<file path="src/rtl/irqtrk_pkg.sv">
package irqtrk_pkg;
    localparam int unsigned SPURIOUS_ID = 1023;
endpackage

</file>
<file path="src/rtl/irqtrk_id_dec.sv">
module irqtrk_id_dec #(
    parameter int NUM_SRC = 32,
    parameter int ID_W    = 10
) (
    input  logic               en,
    input  logic [ID_W-1:0]    id,
    output logic [NUM_SRC-1:0] sel
);
    logic in_range;
    assign in_range = en && (32'(id) < NUM_SRC);

    for (genvar i = 0; i < NUM_SRC; i++) begin : g_sel
        assign sel[i] = in_range && (id == ID_W'(i));
    end
endmodule

</file>
<file path="src/rtl/irqtrk_pick.sv">
module irqtrk_pick #(
    parameter int NUM_SRC = 32,
    localparam int IDX_W  = (NUM_SRC > 1) ? $clog2(NUM_SRC) : 1
) (
    input  logic [NUM_SRC-1:0] req,
    output logic               any,
    output logic [IDX_W-1:0]   idx
);
    always_comb begin
        any = |req;
        idx = '0;
        for (int i = NUM_SRC - 1; i >= 0; i--) begin
            if (req[i]) idx = IDX_W'(i);
        end
    end
endmodule

</file>
<file path="src/rtl/irqtrk.sv">
module irqtrk
    import irqtrk_pkg::*;
#(
    parameter int NUM_SRC = 32,
    parameter int ID_W    = 10,
    parameter int WDATA_W = 32
) (
    input  logic               clk,
    input  logic               rst_n,
    input  logic               split_en,
    input  logic [NUM_SRC-1:0] irq_lines,
    input  logic               ack_req,
    input  logic               eoi_req,
    input  logic [ID_W-1:0]    eoi_id,
    input  logic               deact_req,
    input  logic [WDATA_W-1:0] deact_wdata,
    input  logic               set_act_req,
    input  logic [NUM_SRC-1:0] set_act_mask,
    input  logic               clr_act_req,
    input  logic [NUM_SRC-1:0] clr_act_mask,
    output logic [NUM_SRC-1:0] pending,
    output logic [NUM_SRC-1:0] active,
    output logic [NUM_SRC-1:0] running,
    output logic [ID_W-1:0]    ack_id
);
    localparam int IDX_W = (NUM_SRC > 1) ? $clog2(NUM_SRC) : 1;
    localparam logic [ID_W-1:0] SPUR = ID_W'(SPURIOUS_ID);

    typedef struct packed {
        logic [NUM_SRC-1:0] pend;
        logic [NUM_SRC-1:0] act;
        logic [NUM_SRC-1:0] run;
        logic [ID_W-1:0]    ack_id;
    } trk_state_t;

    trk_state_t st_d, st_q;

    logic [NUM_SRC-1:0] eoi_sel;
    logic [NUM_SRC-1:0] deact_sel;
    logic [NUM_SRC-1:0] eligible;
    logic               pick_any;
    logic [IDX_W-1:0]   pick_idx;

    irqtrk_id_dec #(.NUM_SRC(NUM_SRC), .ID_W(ID_W)) u_eoi_dec (
        .en  (eoi_req),
        .id  (eoi_id),
        .sel (eoi_sel)
    );

    irqtrk_id_dec #(.NUM_SRC(NUM_SRC), .ID_W(ID_W)) u_deact_dec (
        .en  (deact_req && split_en),
        .id  (deact_wdata[ID_W-1:0]),
        .sel (deact_sel)
    );

    assign eligible = st_q.pend & ~st_q.act;

    irqtrk_pick #(.NUM_SRC(NUM_SRC)) u_pick (
        .req (eligible),
        .any (pick_any),
        .idx (pick_idx)
    );

    always_comb begin
        st_d      = st_q;
        st_d.pend = irq_lines;
        if (clr_act_req) st_d.act = st_d.act & ~clr_act_mask;
        if (set_act_req) st_d.act = st_d.act | set_act_mask;
        st_d.run = st_d.run & ~eoi_sel;
        if (!split_en) st_d.act = st_d.act & ~eoi_sel;
        st_d.act = st_d.act & ~deact_sel;
        if (ack_req) begin
            if (pick_any) begin
                st_d.act[pick_idx] = 1'b1;
                st_d.run[pick_idx] = 1'b1;
                st_d.ack_id        = ID_W'(pick_idx);
            end else begin
                st_d.ack_id = SPUR;
            end
        end
    end

    always_ff @(posedge clk or negedge rst_n) begin
        if (!rst_n) begin
            st_q.pend   <= '0;
            st_q.act    <= '0;
            st_q.run    <= '0;
            st_q.ack_id <= SPUR;
        end else begin
            st_q <= st_d;
        end
    end

    assign pending = st_q.pend;
    assign active  = st_q.act;
    assign running = st_q.run;
    assign ack_id  = st_q.ack_id;
endmodule

</file>
<file path="config.mk">
export PLATFORM = sky130hd
export DESIGN_NAME = irqtrk
export DESIGN_NICKNAME = d
export VERILOG_FILES = /design/src/rtl/irqtrk_pkg.sv /design/src/rtl/irqtrk_id_dec.sv /design/src/rtl/irqtrk_pick.sv /design/src/rtl/irqtrk.sv
export SDC_FILE = /design/constraint.sdc
export NUM_CORES = 1
export LEC_CHECK = 0
export CORE_ASPECT_RATIO = 1.25
export CORE_MARGIN = 2
export CORE_UTILIZATION = 45
export DETAILED_ROUTE_END_ITERATION = 8
export GPL_TIMING_DRIVEN = 0
export PLACE_DENSITY_LB_ADDON = 0.2
export SLEW_MARGIN = 20
export SYNTH_ARGS = -nofsm -noshare
export SYNTH_HDL_FRONTEND = slang
export SYNTH_HIERARCHICAL = 1
export SYNTH_SLANG_ARGS = --single-unit
</file>
<file path="constraint.sdc">
create_clock -name clk -period 5.2 [get_ports clk]
set_input_delay 0.78 -clock clk [delete_from_list [all_inputs] [get_ports clk]]
set_output_delay 0.78 -clock clk [all_outputs]
set_load 0.02 [all_outputs]
</file>
==> impl_metrics.csv, run 1 <==
group,metric,value,unit
worst_setup_path,crit_fanout,8,
worst_setup_path,start_kind,"register",
sta,slew_violations,0,
global_routing,grt_overflow,0,
final_layout,final_common_cell,"clkdlybuf4s50_1",
power_and_ir_drop,p_per_area,286,mW/mm^2
worst_setup_path,cp.required,5460,ps
outcome,status,"completed",
die,io_pins,252,
final_layout,final_util,70.7,%
final_layout,n_antenna_cell,0,
synth,synth_cell_types,45,
worst_setup_path,slowest_stage,"a221oi_1",
cts,clkTransAtPathRegs,70,ps
synth,synthXorXnorAreaFrac,0,%
cts,h-tree-depth,3,
sta,worstMarginPinSlew,1000,ps
worst_setup_path,crit_path_end_kind,"register",
final_layout,num-nets-final,963,
sta,rsz0062_at_grt,"false",
worst_setup_path,crit_arrival,3370,ps
global_routing,grt_max_degree,64,
cts,cts-resized-gates,0,
cts,cts_root_buf,"clkbuf_16",
synth,ys_warn_count,6,
sta,whs,341,ps
global_routing,grt_pass1_vias,5962,
worst_hold_path,hold_path.class,"in -> async",
sta,layout_setup_ws,2100,ps
synth,synth_async_sr_flop_share,100,%
place,port_buffers,229,
die,start_util,46.1,%
sta,fin_skew,5.57,ps
route,via_per_inst,5.66,
cts,cts_tree,"yes",
synth,synth_ff_type,"dfrtp_1",
synth,synth-seq-area-share,47.8,%
sta,max_slew_margin,33.1,%
global_routing,grtUsageTotal,31.9,%
global_routing,antenna_found_initial,0,
place,pre_cts_ws,1970,ps
die,die_x,102,um
final_layout,fillCellCount,927,
power_and_ir_drop,power,2.35,mW
cts,numCtsBuffers,9,
power_and_ir_drop,leakage,3.31,nW
route,vias,5563,
synth,synthMuxAreaShare,0.187,%
die,coreArea,0.0116,mm^2
worst_setup_path,crit_type,"reg -> reg",
global_routing,grt_pass1_wl,30900,um
die,die_y,126,um
final_layout,multi_input_area,0.00242,mm^2
route,wl,20100,um
sta,fin_crit_sh,59.7,%
cts,cts_num_sinks,102,
worst_setup_path,slowest_delay,570,ps
synth,synth_area_per_cell,9.30,um^2
place,dp.final_hpwl,15200,um
route,drtAntennaViolNets,0,
synth,netlist_instances,576,
synth,synth_simple_gate_area_share,29.5,%
route,drc,0,
cts,holdBufCountCts,0,
final_layout,syn2layout_area_growth,53.2,%
route,dr.pass1.iters,5,
synth,synth_fa_ha_area_share,0,%
cts,clk_latency,340,ps
die,num_rows,44,
final_layout,drive_gt1_share,9.14,%
cts,clockBufferDepth,2,
synth,syn_nets,722,
cts,postCtsSetupBuffers,0,
sta,hold_viol,0,
final_layout,ff_latch_area,0.00256,mm^2
final_layout,mostFrequentLayoutCells,"clkdlybuf4s50_1 (228), dfrtp_1 (96), nand2_1 (67), nor2b_1 (65), nor3_1 (62)",
synth,yosys_register_bits,102,
job,cap_viol_max_count,0,
die,die_area,0.0128,mm^2
route,wl_per_cell,20.5,um
synth,synth_top_family_by_area,"simple AND/OR/NAND/NOR gates",
sta,setup_violations,0,
synth,synth_edf_count,0,
sta,clock.fmax,322,MHz
place,gp_congestion,0.886,
power_and_ir_drop,peakVddDrop,0.000153,V
synth,syn_area,0.00536,mm^2
sta,layout_min_cycle_time,3100,ps
route,drt-initial-drc-count,320,
synth,synth_compound_area_share,15.3,%
worst_setup_path,crit_chain,"nor2b_1 -> nor3b_1 -> nor3_1 -> o31ai_1 -> o2111ai_1 -> a221oi_1 -> and4b_1 -> buf_2 -> nand2_1 -> o21ai_1",
==> where the power goes <==
group / switching [mW] / leakage (nW) / internal (mW)
Combinational: 0.372 / 2.07 / 0.314
Clock: 0.296 / 0.155 / 0.446
Sequential: 0.0556 / 1.08 / 0.867
Total: 0.724 / 3.31 / 1.63
==> logic make-up (layout without fill, tap and decap cells) <==
logic type	after synthesis	after routing
multiplexers	1	1
AO/OA/AOI/OAI	123	123
buffers and inverters	77	322
AND/OR/NAND/NOR	273	273
flip-flops	102	102
==> per-layer routing <==
metal / part of all wire, % / GRT usage, %
met5: 0 / 0
met4: 4.8 / 16.8
met3: 8.3 / 6.22
met2: 50 / 54.7
met1: 37 / 36.9
==> synthesized netlist by cell type (all sizes together), types with 6 or more instances <==
| cell | count | area share [%] |
|---|---|---|
| nor4 | 7 | 0.82 |
| nor2b | 65 | 7.6 |
| a21oi | 7 | 0.65 |
| o31ai | 36 | 5.0 |
| dfstp | 6 | 2.9 |
| inv | 44 | 3.1 |
| o21ai | 35 | 3.3 |
| clkbuf | 6 | 0.42 |
| or3b | 6 | 0.98 |
| nand3b | 6 | 0.84 |
| or4 | 6 | 1.1 |
| buf | 27 | 3.7 |
| nand2 | 67 | 4.7 |
| dfrtp | 96 | 45 |
| a22oi | 32 | 4.5 |
| nor2 | 15 | 1.1 |
| nor3 | 72 | 7.7 |
==> area by class of cell <==
| type | instances | share of cell area, % |
|---|---|---|
| plain buffers | 33 | 2.68 |
| multi-input cells | 397 | 29.4 |
| clock buffers | 12 | 3.12 |
| clock inverters | 3 | 0.823 |
| well taps | 161 | 2.45 |
| flip-flops and latches | 102 | 31.2 |
| inverters | 44 | 2.01 |
| repair buffers | 230 | 28.3 |
==> critical path: cells and delay by family, from the launching register on <==
kind / cells / cell delay [ps]
buffers and inverters: 1 / 290
AND/OR/NAND/NOR: 5 / 920
flip-flops: 1 / 450
AO/OA/AOI/OAI: 4 / 1350
==> state kept, by name, indices dropped and copies added (netlist names) <==
register,flops
ack_id,6
running,32
pending,32
active,32
==> metrics by stage <==
step                      setup TNS, ps  std cells  instance area (um^2)
after floorplan                       0        576                  5360
after detailed placement              0        967                  7890
after CTS                             0        982                  8210
final                                 0        982                  8210
after global routing                  0        982                  8210
after global placement           -44730        966                  7850
==> final timing paths <==
check	from	end	slack (ps)	depth (start not counted)
max	active[31]	running[25]	2100	10
min	rst_n	pending[15]	340	1
max reg2reg	active[31]	running[25]	2100	10
min reg2reg	ack_id[1]	ack_id[1]	490	2
max in group asynchronous	rst_n	active[0]	4220	2
min in group clk	ack_id[1]	ack_id[1]	490	2
Note: power is estimated with default switching activity, not from simulation.
==> run 2, diff against run 1 <==
--- a/config.mk
+++ b/config.mk
@@ -7,7 +7,7 @@
 export LEC_CHECK = 0
 export CORE_ASPECT_RATIO = 1.25
 export CORE_MARGIN = 2
-export CORE_UTILIZATION = 45
+export CORE_UTILIZATION = 38
 export DETAILED_ROUTE_END_ITERATION = 8
 export GPL_TIMING_DRIVEN = 0
 export PLACE_DENSITY_LB_ADDON = 0.2
==> constraint.sdc (replaced) <==
create_clock -name clk -period 2.55 [get_ports clk]
set_input_delay 0.3825 -clock clk [delete_from_list [all_inputs] [get_ports clk]]
set_output_delay 0.3825 -clock clk [all_outputs]
set_load 0.02 [all_outputs]
==> run 2 against run 1 <==
Net effect: the flow now finishes with violations (hold timing); first-iteration DRC count is 8.4% higher; worst setup slack worse by 2100 ps; cell area is 4.0% higher; final cell count is 2.3% higher.
==> impl_metrics.csv, run 2 (same netlist as run 1, synthesis figures left out) <==
group,metric,value,unit
cts,holdBufCountCts,0,
power_and_ir_drop,p_per_area,573,mW/mm^2
route,via_per_inst,5.49,
route,dr.pass1.iters,5,
place,port_buffers,229,
cts,cts_num_sinks,102,
power_and_ir_drop,clkPwrFrac,28.6,%
power_and_ir_drop,internal-power,3.29,mW
die,die_area,0.0151,mm^2
cts,cts_tree,"yes",
cts,cts_root_buf,"clkbuf_16",
cts,clk_latency,350,ps
final_layout,num-nets-final,971,
worst_setup_path,crit_path_end_kind,"register",
power_and_ir_drop,power,4.89,mW
global_routing,antenna_found_initial,0,
worst_setup_path,crit_fanout,5,
global_routing,grtUsageTotal,28.0,%
final_layout,final_cell_count_no_fill,1005,
worst_setup_path,crit_arrival,2810,ps
global_routing,grt_pass1_wl,31000,um
sta,slew_violations,0,
sta,fin_skew,6.25,ps
place,dp.final_hpwl,15600,um
sta,setup_violations,0,
outcome,status,"finished, violations left",
sta,whs,-24.4,ps
sta,hold_viol,24,
die,num_rows,48,
job,cap_viol_max_count,0,
cts,numCtsBuffers,9,
route,drt-initial-drc-count,347,
sta,clock.fmax,395,MHz
final_layout,final_util,61.8,%
sta,max_slew_margin,52.0,%
place,dp_cells,981,
route,vias,5519,
power_and_ir_drop,leakage,3.41,nW
sta,rsz0062_at_grt,"true",
cts,clkTransAtPathRegs,70,ps
route,wl,21400,um
route,drtAntennaViolNets,0,
sta,fin_crit_sh,99.2,%
final_layout,mostFrequentLayoutCells,"clkdlybuf4s50_1 (228), dfrtp_1 (93), nand2_1 (63), nor3_1 (60), nor2b_1 (52)",
final_layout,final_common_cell,"clkdlybuf4s50_1",
cts,clockBufferDepth,2,
global_routing,grt_pass1_vias,5605,
outcome,violations,"hold timing",
die,io_pins,252,
die,coreArea,0.0138,mm^2
place,pre_cts_ws,-397,ps
worst_setup_path,crit_type,"reg -> reg",
cts,h-tree-depth,3,
final_layout,syn2layout_area_growth,59.4,%
sta,finalSetupTns,0,ps
sta,layout_setup_ws,20.5,ps
power_and_ir_drop,comb_power_share,32.7,%
place,gp_congestion,0.878,
die,die_x,110,um
worst_setup_path,start_kind,"register",
worst_hold_path,hold_path.class,"in -> async",
worst_setup_path,cp.required,2830,ps
global_routing,grt_overflow,0,
route,drc,0,
power_and_ir_drop,p_switching,1.61,mW
route,wl_per_cell,21.2,um
sta,layout_min_cycle_time,2530,ps
die,start_util,38.8,%
global_routing,grt_max_degree,56,
final_layout,n_antenna_cell,0,
power_and_ir_drop,p_sw_share,32.9,%
power_and_ir_drop,peakVddDrop,0.000352,V
final_layout,drive_gt1_share,14.3,%
sta,worstMarginPinSlew,720,ps
power_and_ir_drop,p_seq_share,38.7,%
die,die_y,137,um
## run 2: layout make-up
type,count,area [um^2]
fill,1197,5280
multi-input combinational,398,2650
sequential,102,2560
timing repair buffer,239,2410
clock buffer,11,233
buffer,31,230
tap,175,219
inverter,44,165
clock inverter,5,60.1
## run 2: worst paths after layout
kind / startpoint / end / slack, ps / cells after the start
hold reg to reg: ack_id[0] / ack_id[0] / 490 / 2
min in group clk: irq_lines[29] / pending[29] / 460 / 1
max in group asynchronous: rst_n / active[15] / 1930 / 2
setup / recovery: active[23] / running[25] / 20 / 9
setup reg to reg: active[23] / running[25] / 20 / 9
hold / removal: rst_n / running[30] / -20 / 1
## run 2: metal layers
layer  global-route usage (%)  wire length, um  vias up
li1                         -                -     2545
met1                     36.1             8500     2671
met2                     46.5            10800      264
met3                     5.29             1480       39
met4                     10.3              604        0
met5                        0                0        -
## run 2: per-stage QoR
step,cell area [um^2],hold slack [ps]
3_5_place_dp,7900,375
4_1_cts,8290,3.96
5_1_grt,8540,15.4
6_report,8540,-24.4
2_1_floorplan,5360,86.9
3_3_place_gp,7870,481
## run 2: what timing repair did
action | in CTS | in global routing
resized for setup | 22 | 39
pin swaps | 5 | 9
cloned | 0 | 1
setup buffers | 2 | 7
setup endpoints to repair | 65 | 64
## run 2: power by group through the flow
stage	logic [mW]	clock network [mW]	registers, mW
global route	1.69	1.48	1.91
CTS	1.43	1.41	1.89
floorplan	0.478	0	2.05
detailed placement	1.38	0	1.91
global placement	1.36	0	1.91
finish	1.60	1.40	1.89
## run 2: critical path, stage by stage, from the launching register on
cell and delay (ps):
dfrtp_1 450, nor2b_1 120, or4_4 600, a21oi_1 270
o21ai_1 140, nand2_2 180, a21boi_4 110, and3b_1 340
nand2_1 130, o21ai_1 100
==> run 3, diff against run 2 <==
--- a/config.mk
+++ b/config.mk
@@ -10,6 +10,7 @@
 export CORE_UTILIZATION = 38
 export DETAILED_ROUTE_END_ITERATION = 8
 export GPL_TIMING_DRIVEN = 0
+export HOLD_SLACK_MARGIN = 0.15
 export PLACE_DENSITY_LB_ADDON = 0.2
 export SLEW_MARGIN = 20
 export SYNTH_ARGS = -nofsm -noshare
==> run 3 against run 2 <==
Net effect: the run now ends clean; sequential power about the same; combinational power about the same; core utilization up 0.072 points; wire length up 0.11%; register-to-register slack about the same; critical path depth unchanged; critical path type unchanged; highest routed layer unchanged.
==> impl_metrics.csv, run 3 (same netlist as run 1, synthesis figures left out) <==
group,metric,value,unit
global_routing,grt_overflow,0,
place,dp_cells,981,
global_routing,grtUsageTotal,28.0,%
route,drc,0,
worst_setup_path,path_common_cell,"o21ai_1",
worst_setup_path,slowest_stage,"or4_4",
die,start_util,38.8,%
worst_setup_path,cp.depth,9,
route,wl,21400,um
die,coreArea,0.0138,mm^2
power_and_ir_drop,p_sw_share,33.0,%
job,cap_viol_max_count,0,
cts,clkTransAtPathRegs,70,ps
worst_setup_path,crit_chain,"nor2b_1 -> or4_4 -> a21oi_1 -> o21ai_1 -> nand2_2 -> a21boi_4 -> and3b_1 -> nand2_1 -> o21ai_1",
power_and_ir_drop,p_seq_share,38.6,%
sta,fin_skew,9.52,ps
cts,h-tree-depth,3,
worst_setup_path,reg2regPathDepth,9,
cts,cts_tree,"yes",
final_layout,final_common_cell,"clkdlybuf4s50_1",
cts,cts_num_sinks,102,
final_layout,n_antenna_cell,0,
route,drtAntennaViolNets,0,
sta,setup_violations,0,
worst_setup_path,crit_type,"reg -> reg",
die,die_x,110,um
worst_hold_path,min_from,"irq_lines[14]",
global_routing,grt_max_degree,56,
route,wl_per_cell,21.3,um
sta,clock.fmax,397,MHz
worst_hold_path,min_to,"pending[14]",
global_routing,grt_pass1_wl,31000,um
power_and_ir_drop,internal-power,3.29,mW
route,drt-initial-drc-count,406,
outcome,status,"completed",
worst_setup_path,crit_arrival,2800,ps
place,dp.final_hpwl,15600,um
power_and_ir_drop,peakVddDrop,0.000352,V
final_layout,stdcell_area,0.00855,mm^2
worst_setup_path,crit_path_end_kind,"register",
worst_setup_path,start_kind,"register",
power_and_ir_drop,p_switching,1.62,mW
sta,hold_viol,0,
cts,numCtsBuffers,9,
worst_hold_path,holdPathStages,1,
place,gp_congestion,0.878,
sta,worstMarginPinSlew,736,ps
worst_setup_path,crit_fanout,5,
global_routing,grt_pass1_vias,5611,
sta,fin_crit_sh,98.8,%
global_routing,antenna_found_initial,0,
power_and_ir_drop,leakage,3.41,nW
cts,cts_root_buf,"clkbuf_16",
sta,layout_min_cycle_time,2520,ps
place,port_buffers,229,
power_and_ir_drop,power,4.90,mW
worst_hold_path,hold_path.class,"in -> reg",
die,num_rows,48,
final_layout,num-nets-final,972,
final_layout,mostFrequentLayoutCells,"clkdlybuf4s50_1 (228), dfrtp_1 (93), nand2_1 (63), nor3_1 (60), nor2b_1 (52)",
worst_setup_path,crit_start,"active[23]",
worst_setup_path,rr_startpoint,"active[23]",
power_and_ir_drop,p_per_area,574,mW/mm^2
final_layout,syn2layout_area_growth,59.6,%
die,io_pins,252,
cts,clk_latency,360,ps
route,via_per_inst,5.49,
sta,slew_violations,0,
final_layout,final_cell_count_no_fill,1006,
worst_setup_path,cp.required,2830,ps
worst_setup_path,r2r_slack,30,ps
place,pre_cts_ws,-397,ps
final_layout,drive_gt1_share,14.3,%
worst_setup_path,path_delay_family,"simple AND/OR/NAND/NOR gates",
die,die_y,137,um
place,place_area,0.00790,mm^2
route,vias,5524,
sta,max_slew_margin,50.9,%
sta,rsz0062_at_grt,"true",
worst_setup_path,r2r_end,"running[25]",
worst_setup_path,slowest_delay,600,ps
route,dr.pass1.iters,5,
power_and_ir_drop,clkPwrFrac,28.7,%
die,die_area,0.0151,mm^2
worst_setup_path,worst-path-buf-inv,0,
cts,clockBufferDepth,2,
power_and_ir_drop,comb_power_share,32.7,%
sta,layout_setup_ws,29.9,ps
==> run 3: cell count changes in the layout (fill, tap and decap cells not counted), sizes merged <==
cell	before	now
dlygate4sd3	0	1
==> run 3: layer usage <==
| layer | wire length [um] | vias up | GRT usage [%] |
|---|---|---|---|
| met5 | 0 | - | 0 |
| met4 | 590 | 0 | 10.3 |
| met3 | 1550 | 38 | 5.29 |
| met2 | 10700 | 260 | 46.6 |
| met1 | 8490 | 2678 | 36.1 |
| li1 | - | 2548 | - |
==> run 3: worst max path at each step <==
stage	to	slack, ps
6_report	running[25]	30
5_1_grt	running[9]	-120
4_1_cts	running[2]	-4
3_5_place_dp	active[25]	-400
3_3_place_gp	pending[15]	-2880
2_1_floorplan	active[16]	170
==> run 3: cell type report <==
type                    count  area [um^2]
fillers                  1195         5270
multi-input cells         398         2650
flip-flops and latches    102         2560
repair buffers            240         2420
clock buffers              11          233
plain buffers              31          230
well taps                 175          219
inverters                  44          165
clock inverters             5         60.1
==> run 3: worst reg2reg max path, cell delays in order, from the launching register on <==
cell	delay, ps
dfrtp_1	460
nor2b_1	120
or4_4	600
a21oi_1	270
o21ai_1	140
nand2_2	180
a21boi_4	110
and3b_1	350
nand2_1	130
o21ai_1	100
==> run 3: repair_timing <==
action | in CTS | in global routing
cloned | 0 | 1
setup endpoints to repair | 65 | 64
endpoints found under the hold margin | 48 | 0
pin swaps | 5 | 9
hold buffers | 1 | 0
setup buffers | 2 | 7
resized for setup | 22 | 39
==> run 3: metrics by stage <==
step                      hold slack (ps)  TNS, ps  util [%]
after floorplan                      86.9        0         -
after global placement                481  -319590      57.0
after detailed placement              375   -20880      57.2
after CTS                             457    -6.66      60.1
after global routing                  454    -3420      61.9
final                                 458        0      61.9
==> run 3: power groups by stage <==
| stage | Combinational [mW] | Sequential (mW) | Clock [mW] |
|---|---|---|---|
| finish | 1.60 | 1.89 | 1.41 |
| detailed placement | 1.38 | 1.91 | 0 |
| global route | 1.69 | 1.91 | 1.48 |
| global placement | 1.36 | 1.91 | 0 |
| floorplan | 0.478 | 2.05 | 0 |
| CTS | 1.43 | 1.89 | 1.41 |
